==> config.mk <==
export PLATFORM = sky130hd
export DESIGN_NAME = frac_tick_gen
export DESIGN_NICKNAME = d
export VERILOG_FILES = /design/src/rtl/mn_clk_pkg.sv /design/src/rtl/mn_ctrl_reg.sv /design/src/rtl/mn_accum.sv /design/src/rtl/frac_tick_gen.sv
export SDC_FILE = /design/constraint.sdc
export NUM_CORES = 1
export LEC_CHECK = 0
export ABC_AREA = 1
export BUFFER_PORTS_ARGS = -buffer_cell sky130_fd_sc_hd__buf_2
export CAP_MARGIN = 30
export CORE_MARGIN = 5
export CORE_UTILIZATION = 35
export DETAILED_ROUTE_END_ITERATION = 8
export GPL_ROUTABILITY_DRIVEN = 0
export RECOVER_POWER = 25
export SYNTH_ARGS = -nofsm -noshare
export SYNTH_HDL_FRONTEND = slang
export SYNTH_HIERARCHICAL = 1
export SYNTH_SLANG_ARGS = --single-unit
==> constraint.sdc <==
create_clock -name clk -period 10.2 [get_ports clk]
set_clock_uncertainty 0.15 [all_clocks]
set_input_delay 0.51 -clock clk [delete_from_list [all_inputs] [get_ports clk]]
set_output_delay 0.51 -clock clk [all_outputs]
set_load 0.01 [all_outputs]
==> src/rtl/mn_clk_pkg.sv <==
// Shared widths and control-word bit positions for the M/N tick generator.
// Assumes 2*FRAC_W + 2 == REG_W so that every control bit has a meaning.
package mn_clk_pkg;
    localparam int REG_W   = 32;
    localparam int FRAC_W  = 15;
    localparam int RUN_BIT = 0;
    localparam int M_LSB   = 1;
    localparam int N_LSB   = M_LSB + FRAC_W;
    localparam int CMT_BIT = REG_W - 1;
endpackage

==> src/rtl/mn_ctrl_reg.sv <==
// Control register: holds the run bit and the active M/N ratio.
// A write with the commit bit set copies the written M/N into the active
// ratio and raises commit_o in the same cycle so the accumulator restarts.
// Assumes the field layout of mn_clk_pkg; the commit bit is never stored.
module mn_ctrl_reg
    import mn_clk_pkg::*;
#(
    parameter int W = FRAC_W
) (
    input  logic             clk,
    input  logic             rst_n,
    input  logic             wr_en_i,
    input  logic [REG_W-1:0] wr_data_i,
    output logic             run_o,
    output logic [W-1:0]     m_o,
    output logic [W-1:0]     n_o,
    output logic             commit_o,
    output logic [REG_W-1:0] rd_data_o
);
    logic         run_q;
    logic [W-1:0] m_q;
    logic [W-1:0] n_q;

    // Decode a commit request from the incoming write.
    always_comb commit_o = wr_en_i & wr_data_i[CMT_BIT];

    // Store the run bit on every write and the ratio on commit writes only.
    always_ff @(posedge clk) begin
        if (!rst_n) begin
            run_q <= 1'b0;
            m_q   <= '0;
            n_q   <= '0;
        end else if (wr_en_i) begin
            run_q <= wr_data_i[RUN_BIT];
            if (wr_data_i[CMT_BIT]) begin
                m_q <= wr_data_i[M_LSB +: W];
                n_q <= wr_data_i[N_LSB +: W];
            end
        end
    end

    // Assemble the readback word; the commit bit position reads as zero.
    always_comb begin
        rd_data_o              = '0;
        rd_data_o[RUN_BIT]     = run_q;
        rd_data_o[M_LSB +: W]  = m_q;
        rd_data_o[N_LSB +: W]  = n_q;
    end

    assign run_o = run_q;
    assign m_o   = m_q;
    assign n_o   = n_q;

    AST_HOLD_ACTIVE: assert property (@(posedge clk) disable iff (!rst_n)
        !(wr_en_i && wr_data_i[CMT_BIT]) |=> ($stable(m_q) && $stable(n_q)))
        else $error("active ratio changed without commit");
    AST_COMMIT_LOADS: assert property (@(posedge clk) disable iff (!rst_n)
        (wr_en_i && wr_data_i[CMT_BIT]) |=>
            (m_q == $past(wr_data_i[M_LSB +: W]) && n_q == $past(wr_data_i[N_LSB +: W])))
        else $error("commit did not load written ratio");
endmodule

==> src/rtl/mn_accum.sv <==
// Accumulator pulse engine: adds M each cycle and emits a registered
// one-cycle tick whenever the sum reaches N, keeping the remainder.
// Assumes M and N change only together with clear_i. M > N is clamped to N.
module mn_accum #(
    parameter int W = mn_clk_pkg::FRAC_W
) (
    input  logic         clk,
    input  logic         rst_n,
    input  logic         run_i,
    input  logic [W-1:0] m_i,
    input  logic [W-1:0] n_i,
    input  logic         clear_i,
    output logic         tick_o
);
    localparam int SUM_W = W + 1;

    logic [W-1:0]     acc_q;
    logic             tick_q;
    logic [W-1:0]     m_eff;
    logic [SUM_W-1:0] sum;
    logic [SUM_W-1:0] wrapped;
    logic             active;

    // Clamp the step, form the next sum and its wrapped value.
    always_comb begin
        active  = run_i && (m_i != '0) && (n_i != '0);
        m_eff   = (m_i > n_i) ? n_i : m_i;
        sum     = {1'b0, acc_q} + {1'b0, m_eff};
        wrapped = sum - {1'b0, n_i};
    end

    // Advance the phase, or hold it at zero when stopped or cleared.
    always_ff @(posedge clk) begin
        if (!rst_n || clear_i || !active) begin
            acc_q  <= '0;
            tick_q <= 1'b0;
        end else if (sum >= {1'b0, n_i}) begin
            acc_q  <= wrapped[W-1:0];
            tick_q <= 1'b1;
        end else begin
            acc_q  <= sum[W-1:0];
            tick_q <= 1'b0;
        end
    end

    assign tick_o = tick_q;

    AST_ACC_BELOW_N: assert property (@(posedge clk) disable iff (!rst_n)
        active |-> (acc_q < n_i))
        else $error("accumulator escaped its range");
    AST_CLEAR_ZEROS: assert property (@(posedge clk) disable iff (!rst_n)
        clear_i |=> (acc_q == '0 && !tick_o))
        else $error("commit did not restart phase");
    AST_IDLE_LOW: assert property (@(posedge clk) disable iff (!rst_n)
        !active |=> (!tick_o && acc_q == '0))
        else $error("tick while stopped");
    AST_FULL_RATE: assert property (@(posedge clk) disable iff (!rst_n)
        (active && !clear_i && m_i >= n_i) |=> tick_o)
        else $error("missing pulse at full rate");
endmodule

==> src/rtl/frac_tick_gen.sv <==
// Top of the fractional M/N clock enable generator: a control register
// feeding an accumulator pulse engine. Single clock domain and a
// synchronous active-low reset are assumed.
module frac_tick_gen
    import mn_clk_pkg::*;
(
    input  logic             clk,
    input  logic             rst_n,
    input  logic             wr_en,
    input  logic [REG_W-1:0] wr_data,
    output logic [REG_W-1:0] rd_data,
    output logic             tick
);
    logic              run;
    logic              commit;
    logic [FRAC_W-1:0] m_act;
    logic [FRAC_W-1:0] n_act;

    mn_ctrl_reg #(.W(FRAC_W)) u_ctrl (
        .clk       (clk),
        .rst_n     (rst_n),
        .wr_en_i   (wr_en),
        .wr_data_i (wr_data),
        .run_o     (run),
        .m_o       (m_act),
        .n_o       (n_act),
        .commit_o  (commit),
        .rd_data_o (rd_data)
    );

    mn_accum #(.W(FRAC_W)) u_accum (
        .clk     (clk),
        .rst_n   (rst_n),
        .run_i   (run),
        .m_i     (m_act),
        .n_i     (n_act),
        .clear_i (commit),
        .tick_o  (tick)
    );
endmodule

# Word level (Yosys, flattened, before mapping)
# Cells that the tools add are included.
dict set report totals {
  input_bits 35
  wordCells 22
  ff_bits 47
  out_inout_bits 33
}
dict set report classes {
  n_bitwise 1
  n_addsub 2
  reduce_logical 9
  n_lt_le_gt_ge 2
  n_mux 3
}
# cell n
set ops {}
lappend ops {{$mux W15} 2}
lappend ops {{$reduce_bool A15 Y1} 2}
lappend ops {{$add A15 B15 Y16} 1}
lappend ops {{$ge A16 B15 Y1} 1}
lappend ops {{$gt A15 B15 Y1} 1}
lappend ops {{$sub A15 B15 Y15} 1}
lappend ops {{$logic_and A1 B1 Y1} 2}
lappend ops {{$logic_not A1 Y1} 2}
lappend ops {{$logic_or A1 B1 Y1} 2}
lappend ops {{$reduce_and A2 Y1} 1}
lappend ops {{$and A1 B1 Y1} 1}
lappend ops {{$mux W1} 1}

# Depth between registers and ports, before layout
# Gate-level depths: netlist of run 1.
dict set report logic_depth {
  word_depth 5
  mapped_depth 34
}

# By module
# Netlist of run 1, hierarchy kept.
# mod n_inst area_per_inst_um2 cells_per_inst
set modules_own_cells {}
lappend modules_own_cells {mn_accum 1 2889.0 472}
lappend modules_own_cells {mn_ctrl_reg 1 1522.7 229}

# Least setup slack after synthesis of run 1
# OpenSTA, ideal clock, no wires.
dict set report synth_timing {
  kind {register to register}
  startpoint {reg u_ctrl.n_q[14] (netlist: u_ctrl/n_o[14])}
  endpoint {reg u_accum.acc_q[3]}
  slack_ps 5748
  stages_incl_launch_ff 33
  n_path_buf 3
  setup_time_ps 113
  arrival_time_ps 4188
  required_time_ps 9937
  cell_sequence {dfxtp_1 > inv_1 > ha_1 > nand4_1 > or2_0 > o21ai_0 > nand2_1 > clkbuf_1 > o21ai_0 > ha_1 > inv_1 > fa_1 > inv_1 > nand3_1 > nand2_1 > nand2_1 > nand2_1 > nand2_1 > nand2_1 > xor2_1 > inv_1 > ha_1 > nand2_2 > nor2_4 > nand3_1 > nand4_1 > nand2_1 > nand2_1 > nand2_1 > buf_6 > buf_8 > a21oi_2 > nor2_1}
}
dict set report synth_via {
  elab_chain_cells 5
  elab_cells_between_ends 10
}
# item line
set synth_rtl {}
lappend synth_rtl {{start: declaration} mn_ctrl_reg.sv:22} ;# logic [W-1:0] n_q;
lappend synth_rtl {{start signal: assignment} mn_ctrl_reg.sv:37} ;# n_q <= wr_data_i[N_LSB +: W];
lappend synth_rtl {{$gt A15 B15 Y1} mn_accum.sv:27} ;# m_eff = (m_i > n_i) ? n_i : m_i;
lappend synth_rtl {{$mux W15} mn_accum.sv:27}
lappend synth_rtl {{$add A15 B15 Y16} mn_accum.sv:28} ;# sum = {1'b0, acc_q} + {1'b0, m_eff};
lappend synth_rtl {{$sub A15 B15 Y15 or $ge A16 B15 Y1 (tied branches)} {mn_accum.sv:29, mn_accum.sv:37}}
lappend synth_rtl {{$mux W15} mn_accum.sv:37} ;# end else if (sum >= {1'b0, n_i}) begin
lappend synth_rtl {{end signal: assignment} mn_accum.sv:38} ;# acc_q <= wrapped[W-1:0];
lappend synth_rtl {{end signal: assignment} mn_accum.sv:41} ;# acc_q <= sum[W-1:0];
lappend synth_rtl {{end: declaration} mn_accum.sv:17} ;# logic [W-1:0] acc_q;
# Parallel ways exist; a longest one is shown, timed or not.
# A chain may end at the register's enable or synchronous reset.

# Worst setup path after layout of run 1
dict set report layout_timing {
  startpoint {reg u_ctrl.n_q[14] (netlist: u_ctrl/n_o[14])}
  endpoint {reg u_accum.tick_q (netlist: u_accum/tick_o)}
}
dict set report layout_via {
  elab_chain_cells 5
  elab_cells_between_ends 9
}
# item line
set layout_rtl {}
lappend layout_rtl {{$gt A15 B15 Y1} mn_accum.sv:27}
lappend layout_rtl {{$mux W15} mn_accum.sv:27}
lappend layout_rtl {{$add A15 B15 Y16} mn_accum.sv:28}
lappend layout_rtl {{$ge A16 B15 Y1} mn_accum.sv:37}
lappend layout_rtl {{$mux W1} mn_accum.sv:37}
lappend layout_rtl {{end signal: assignment} mn_accum.sv:36} ;# tick_q <= 1'b0;
lappend layout_rtl {{end signal: assignment} mn_accum.sv:39} ;# tick_q <= 1'b1;
lappend layout_rtl {{end signal: assignment} mn_accum.sv:42} ;# tick_q <= 1'b0;
lappend layout_rtl {{end: declaration} mn_accum.sv:18} ;# logic tick_q;
# Parallel ways exist; a longest one is shown, timed or not.

==> results.txt, run 1 <==
DR iter-0 viols: 238
Slew Limit Fails: 0
I/O Pins: 68
Sink Count: 47
Buffers & Inverters on Critical Path: 5
Root Buffer: clkbuf_16
# rows: 41
Horiz. Die Dim: 122 um
Ant. Diodes: 0
Syn Std Cell Area: 0.00441 mm2
CP Launch Type: flip-flop
Leak: 2.63 nW
Placed Cells: 889
Crit path max-delay family: simple AND/OR/NAND/NOR gates
Overflow after GRT: 0
pin count of the biggest net entering global routing: 62
DP Wirelength: 8900 um
Post-synth EDFFs: 0
area of the multi-input gates: 0.00271 mm2
CP Depth: 29
core area: 0.0125 mm2
most common cell after layout, fill and taps aside: nand2_1
vias in the first global route: 3930
leading register cell type out of synthesis: dfxtp_1
CTS tree: done
Layout Nets: 806
Max-slew headroom: 6.66%
routed vias/inst: 4.61
Distinct cells, synth: 35
register area: 941 um2
P&R area growth vs syn: 7.60%
die height: 122 um
CP Capture Type: flip-flop
fin crit share: 59.1%
clock transition at the registers of the reported paths: 0.07 ns
Avg Inst Size Synth: 6.29 um2
Avg WL per Cell: 12.3 um
Initial Util: 35.4%
# hold bufs at CTS: 0
Worst setup startpoint: u_ctrl/n_o[14]
outcome: finished clean
Final setup viols: 0
Max-Cap Viols: 0
FFs w/ async S/R, synth: 0%
Reg2Reg Launch Point: u_ctrl/n_o[14]
Crit Path Category: flip-flop to flip-flop
Post-DRT Antenna Nets: 0
GRT Overall Usage: 15.3%
drc violations: 0
router iterations before antenna repair: 5
Min-Delay Startpoint: wr_data[4]
Min-Delay Path Depth: 3
Worst-Skew Late Latency: 0.29 ns
post-CTS setup buffer count: 0
layout cells sized above 1: 13.2%
Yosys reg bits: 47
Fill cells: 1415
final hold slack: 0.286 ns
register area share after synthesis: 21.3%
CTS H-Tree Depth: 2
I/O Buffers: 66
Fin. Hold Viols: 0
Highest Clock Rate: 166 MHz
Max Fanout on Critical Path: 30
Worst VDD drop: 0.0891 mV
Net Count, Synth: 783
cts repair resizes: 0
final WL: 11000 um
Setup TNS: 0 ns
Cells after Synth: 701
Critical Path RT: 10.23 ns
most frequent cells in the layout: nand2_1 (178), inv_1 (101), nor2_1 (98)
Worst Hold Class: input pin to flip-flop
Reg2Reg Depth: 29
Power Density: 180 mW/mm2
actual slew at the worst max-slew pin: 1.40 ns
Yosys warnings: 6
CP max stage delay: 0.74 ns
RSZ-0062 raised after global routing: no
CTS Buf Count: 5
die footprint: 0.0150 mm2
Post-Layout Cell Count: 897
Max Root-Sink Buffers: 2
initial antenna violation count: 0
Period minus WS final: 6.03 ns
Most common cell on crit path: nand2_1
Worst Path Arrival: 6.06 ns
first-pass GRT wire length: 18600 um
Vias: 4139
slowest CP cell: nand2_1
state kept, by name, indices dropped and copies added (netlist names):
register        flops
u_ctrl/run_o        1
u_accum/acc_q      15
u_ctrl/m_o         15
u_accum/tick_o      1
u_ctrl/n_o         15
Yosys cell counts, types with 10 or more instances:
| library cell | number | share of area [%] |
|---|---|---|
| nand4_1 | 11 | 1.6 |
| buf_2 | 10 | 1.1 |
| nor2_1 | 98 | 8.3 |
| buf_4 | 32 | 5.4 |
| a21oi_1 | 38 | 4.3 |
| dfxtp_1 | 47 | 21 |
| a21oi_2 | 11 | 2.2 |
| ha_1 | 45 | 13 |
| o21ai_0 | 24 | 2.7 |
| nand3_1 | 38 | 4.3 |
| xor2_1 | 13 | 2.6 |
| nand2_1 | 178 | 15 |
| inv_1 | 101 | 8.6 |
metrics by stage:
step	instance area [um2]	setup WS (ns)	total power [mW]	utilization, %
finish	4750	4.17	0.852	38.1
floorplan	4410	5.75	0.603	-
global route	4750	3.55	0.929	38.1
detailed placement	4590	4.25	0.670	36.8
CTS	4750	4.19	0.851	38.1
global placement	4570	4.39	0.669	36.7
final timing paths:
| path | end | slack, ns |
|---|---|---|
| hold reg to reg | u_ctrl/n_o[14] | 0.39 |
| hold / removal | u_ctrl/m_o[3] | 0.29 |
| setup / recovery | u_accum/tick_o | 4.17 |
| setup reg to reg | u_accum/tick_o | 4.17 |
area by class of cell:
| class | instances | area share (%) |
|---|---|---|
| Clock buffer | 7 | 3.22 |
| Tap cell | 172 | 4.53 |
| Multi-Input combinational cell | 502 | 57.0 |
| Clock inverter | 1 | 0.158 |
| Inverter | 101 | 7.99 |
| Timing Repair Buffer | 67 | 7.25 |
| Sequential cell | 47 | 19.8 |
power by group:
group / switching [mW] / internal (mW)
combinational: 0.298 / 0.166
clock: 0.0723 / 0.104
sequential: 0.0135 / 0.198
worst min-delay path: stages:
cell and delay, ns:
buf_2 0.07, nor2_1 0.03, nor2_1 0.08
cell families (layout without fill, tap and decap cells):
| logic type | after synthesis | after routing | share of synthesized area (%) |
|---|---|---|---|
| AND/OR/NAND/NOR | 349 | 349 | 33.0 |
| XOR/XNOR | 17 | 17 | 3.37 |
| buffers and inverters | 152 | 176 | 17.3 |
| other | 1 | 1 | 0.0850 |
| flip-flops | 47 | 47 | 21.3 |
| AO/OA/AOI/OAI | 88 | 88 | 11.3 |
| adder cells (fa/ha/maj) | 47 | 47 | 13.7 |
layer usage:
metal | track usage, % | vias to the layer above | share of wire (%)
met5 | 0 | - | 0
met4 | 3.85 | 0 | 1.7
met3 | 2.30 | 14 | 4.2
met2 | 24.8 | 87 | 43
met1 | 21.3 | 1807 | 51
li1 | - | 2231 | -
No activity file was read; power rests on OpenSTA's default activity.
==> inputs of run 2 (changes only) <==
==> constraint.sdc (replaced) <==
create_clock -name clk -period 6 [get_ports clk]
set_clock_uncertainty 0.15 [all_clocks]
set_input_delay 0.3 -clock clk [delete_from_list [all_inputs] [get_ports clk]]
set_output_delay 0.3 -clock clk [all_outputs]
set_load 0.01 [all_outputs]
==> results.txt, run 2 (synthesis results as in run 1) <==
outcome: finished clean
Fin. Hold Viols: 0 (unchanged)
I/O Buffers: 66 (unchanged)
Power Density: 304 mW/mm2 (+70%)
slowest CP cell: fa_1
cts repair resizes: 0 (unchanged)
Crit Path Category: flip-flop to flip-flop
most common cell after layout, fill and taps aside: nand2_1
Avg WL per Cell: 12.3 um (-0.24%)
CP Launch Type: flip-flop
drc violations: 0 (unchanged)
final setup margin: 0.768 ns (-3.40 ns)
P&R area growth vs syn: 7.77%
Final setup viols: 0 (unchanged)
Fill cells: 1393 (-1.6%)
Place WS: 0.831 ns (-3.42 ns)
Max Fanout on Critical Path: 29 (-3.3%)
CTS tree: done
Initial Util: 35.4% (unchanged)
Max-Cap Viols: 0 (unchanged)
pin count of the biggest net entering global routing: 62 (unchanged)
register area: 941 um2 (unchanged)
Worst Path Arrival: 5.26 ns (-0.80 ns)
# rows: 41 (unchanged)
Most common cell on crit path: nand2_1
Overflow after GRT: 0 (unchanged)
most frequent cells in the layout: nand2_1 (178), inv_1 (101), nor2_1 (98)
CTS H-Tree Depth: 2 (unchanged)
CTS Buf Count: 5 (unchanged)
Worst Hold Class: input pin to flip-flop
die footprint: 0.0150 mm2 (unchanged)
post-CTS setup buffer count: 0 (unchanged)
DP Wirelength: 9050 um (+1.7%)
Root Buffer: clkbuf_16
GRT Overall Usage: 15.4% (+0.058 points)
I/O Pins: 68 (unchanged)
final WL: 11000 um (about the same)
# hold bufs at CTS: 0 (unchanged)
Worst-Skew Late Latency: 0.29 ns (about the same)
Max-slew headroom: 10.6% (+4.0 points)
Horiz. Die Dim: 122 um (unchanged)
Leak: 2.64 nW (+0.23%)
Vias: 4081 (-1.4%)
CP Capture Type: flip-flop
Sink Count: 47 (unchanged)
router iterations before antenna repair: 4 (-1)
clock transition at the registers of the reported paths: 0.07 ns (about the same)
die height: 122 um (unchanged)
DR iter-0 viols: 193 (-19%)
fin crit share: 87.2% (+28 points)
Slew Limit Fails: 0 (unchanged)
Critical Path RT: 6.03 ns (-4.20 ns)
CP max stage delay: 0.44 ns (-0.30 ns)
layout cells sized above 1: 13.5% (+0.24 points)
first-pass GRT wire length: 18700 um (+0.52%)
Layout Nets: 808 (+0.25%)
Worst VDD drop: 0.122 mV (+37%)
Period minus WS final: 5.23 ns (-0.797 ns)
Post-DRT Antenna Nets: 0 (unchanged)
area of the multi-input gates: 0.00271 mm2 (unchanged)
RSZ-0062 raised after global routing: no
actual slew at the worst max-slew pin: 1.34 ns (-0.0597 ns)
Max Root-Sink Buffers: 2 (unchanged)
core area: 0.0125 mm2 (unchanged)
routed vias/inst: 4.54 (-1.6%)
Setup TNS: 0 ns (unchanged)
Ant. Diodes: 0 (unchanged)
Highest Clock Rate: 191 MHz (+15%)
vias in the first global route: 3891 (-0.99%)
initial antenna violation count: 0 (unchanged)
[run 2: cell count changes in the layout (fill, tap and decap cells not counted)]
| cell | before | now |
|---|---|---|
| buf_4 | 0 | 3 |
| buf_8 | 1 | 0 |
[run 2: stage by stage]
step	instances	power, mW	hold slack, ns	utilization, %	area [um2]
final	899	1.45	0.0741	38.1	4750
after global routing	899	1.59	0.0838	38.1	4750
after CTS	899	1.45	0.0699	38.2	4760
after detailed placement	891	1.15	0.377	36.9	4600
after global placement	891	1.15	0.375	36.9	4600
after floorplan	701	1.02	0.284	-	4410
[run 2: report_power, final]
| part | leakage (nW) | internal (mW) | switching [mW] |
|---|---|---|---|
| combinational | 2.18 | 0.285 | 0.506 |
| clock | 0.0761 | 0.177 | 0.119 |
| sequential | 0.386 | 0.337 | 0.0233 |
[run 2: worst paths after layout]
path                        from              to  slack [ns]  cells after the start
hold reg to reg    u_ctrl/n_o[1]   u_ctrl/n_o[1]        0.40                      4
setup reg to reg  u_ctrl/n_o[14]  u_accum/tick_o        0.77                     30
setup / recovery  u_ctrl/n_o[14]  u_accum/tick_o        0.77                     30
hold / removal        wr_data[0]    u_ctrl/run_o        0.07                      3
[run 2: final cells by class]
cell class | count | area share (%)
clock inverter | 1 | 0.158
inverter | 101 | 7.97
sequential | 47 | 19.8
multi-input combinational | 502 | 56.9
tap | 172 | 4.53
timing repair buffer | 69 | 7.39
clock buffer | 7 | 3.21
[run 2: routing by layer]
metal	wire length [um]	track usage, %	vias up
met4	229	5.18	0
met3	517	2.49	14
met2	4710	23.9	94
met5	0	0	-
met1	5580	21.5	1741
li1	-	-	2232
[run 2: critical path: cells and delay by family, from the launching register on]
kind / cells / cell delay, ns
simple gates: 18 / 1.95
fa+ha+maj: 3 / 1.11
buf+inv: 6 / 0.94
compound gates: 2 / 0.41
flops: 1 / 0.37
xor+xnor: 1 / 0.20
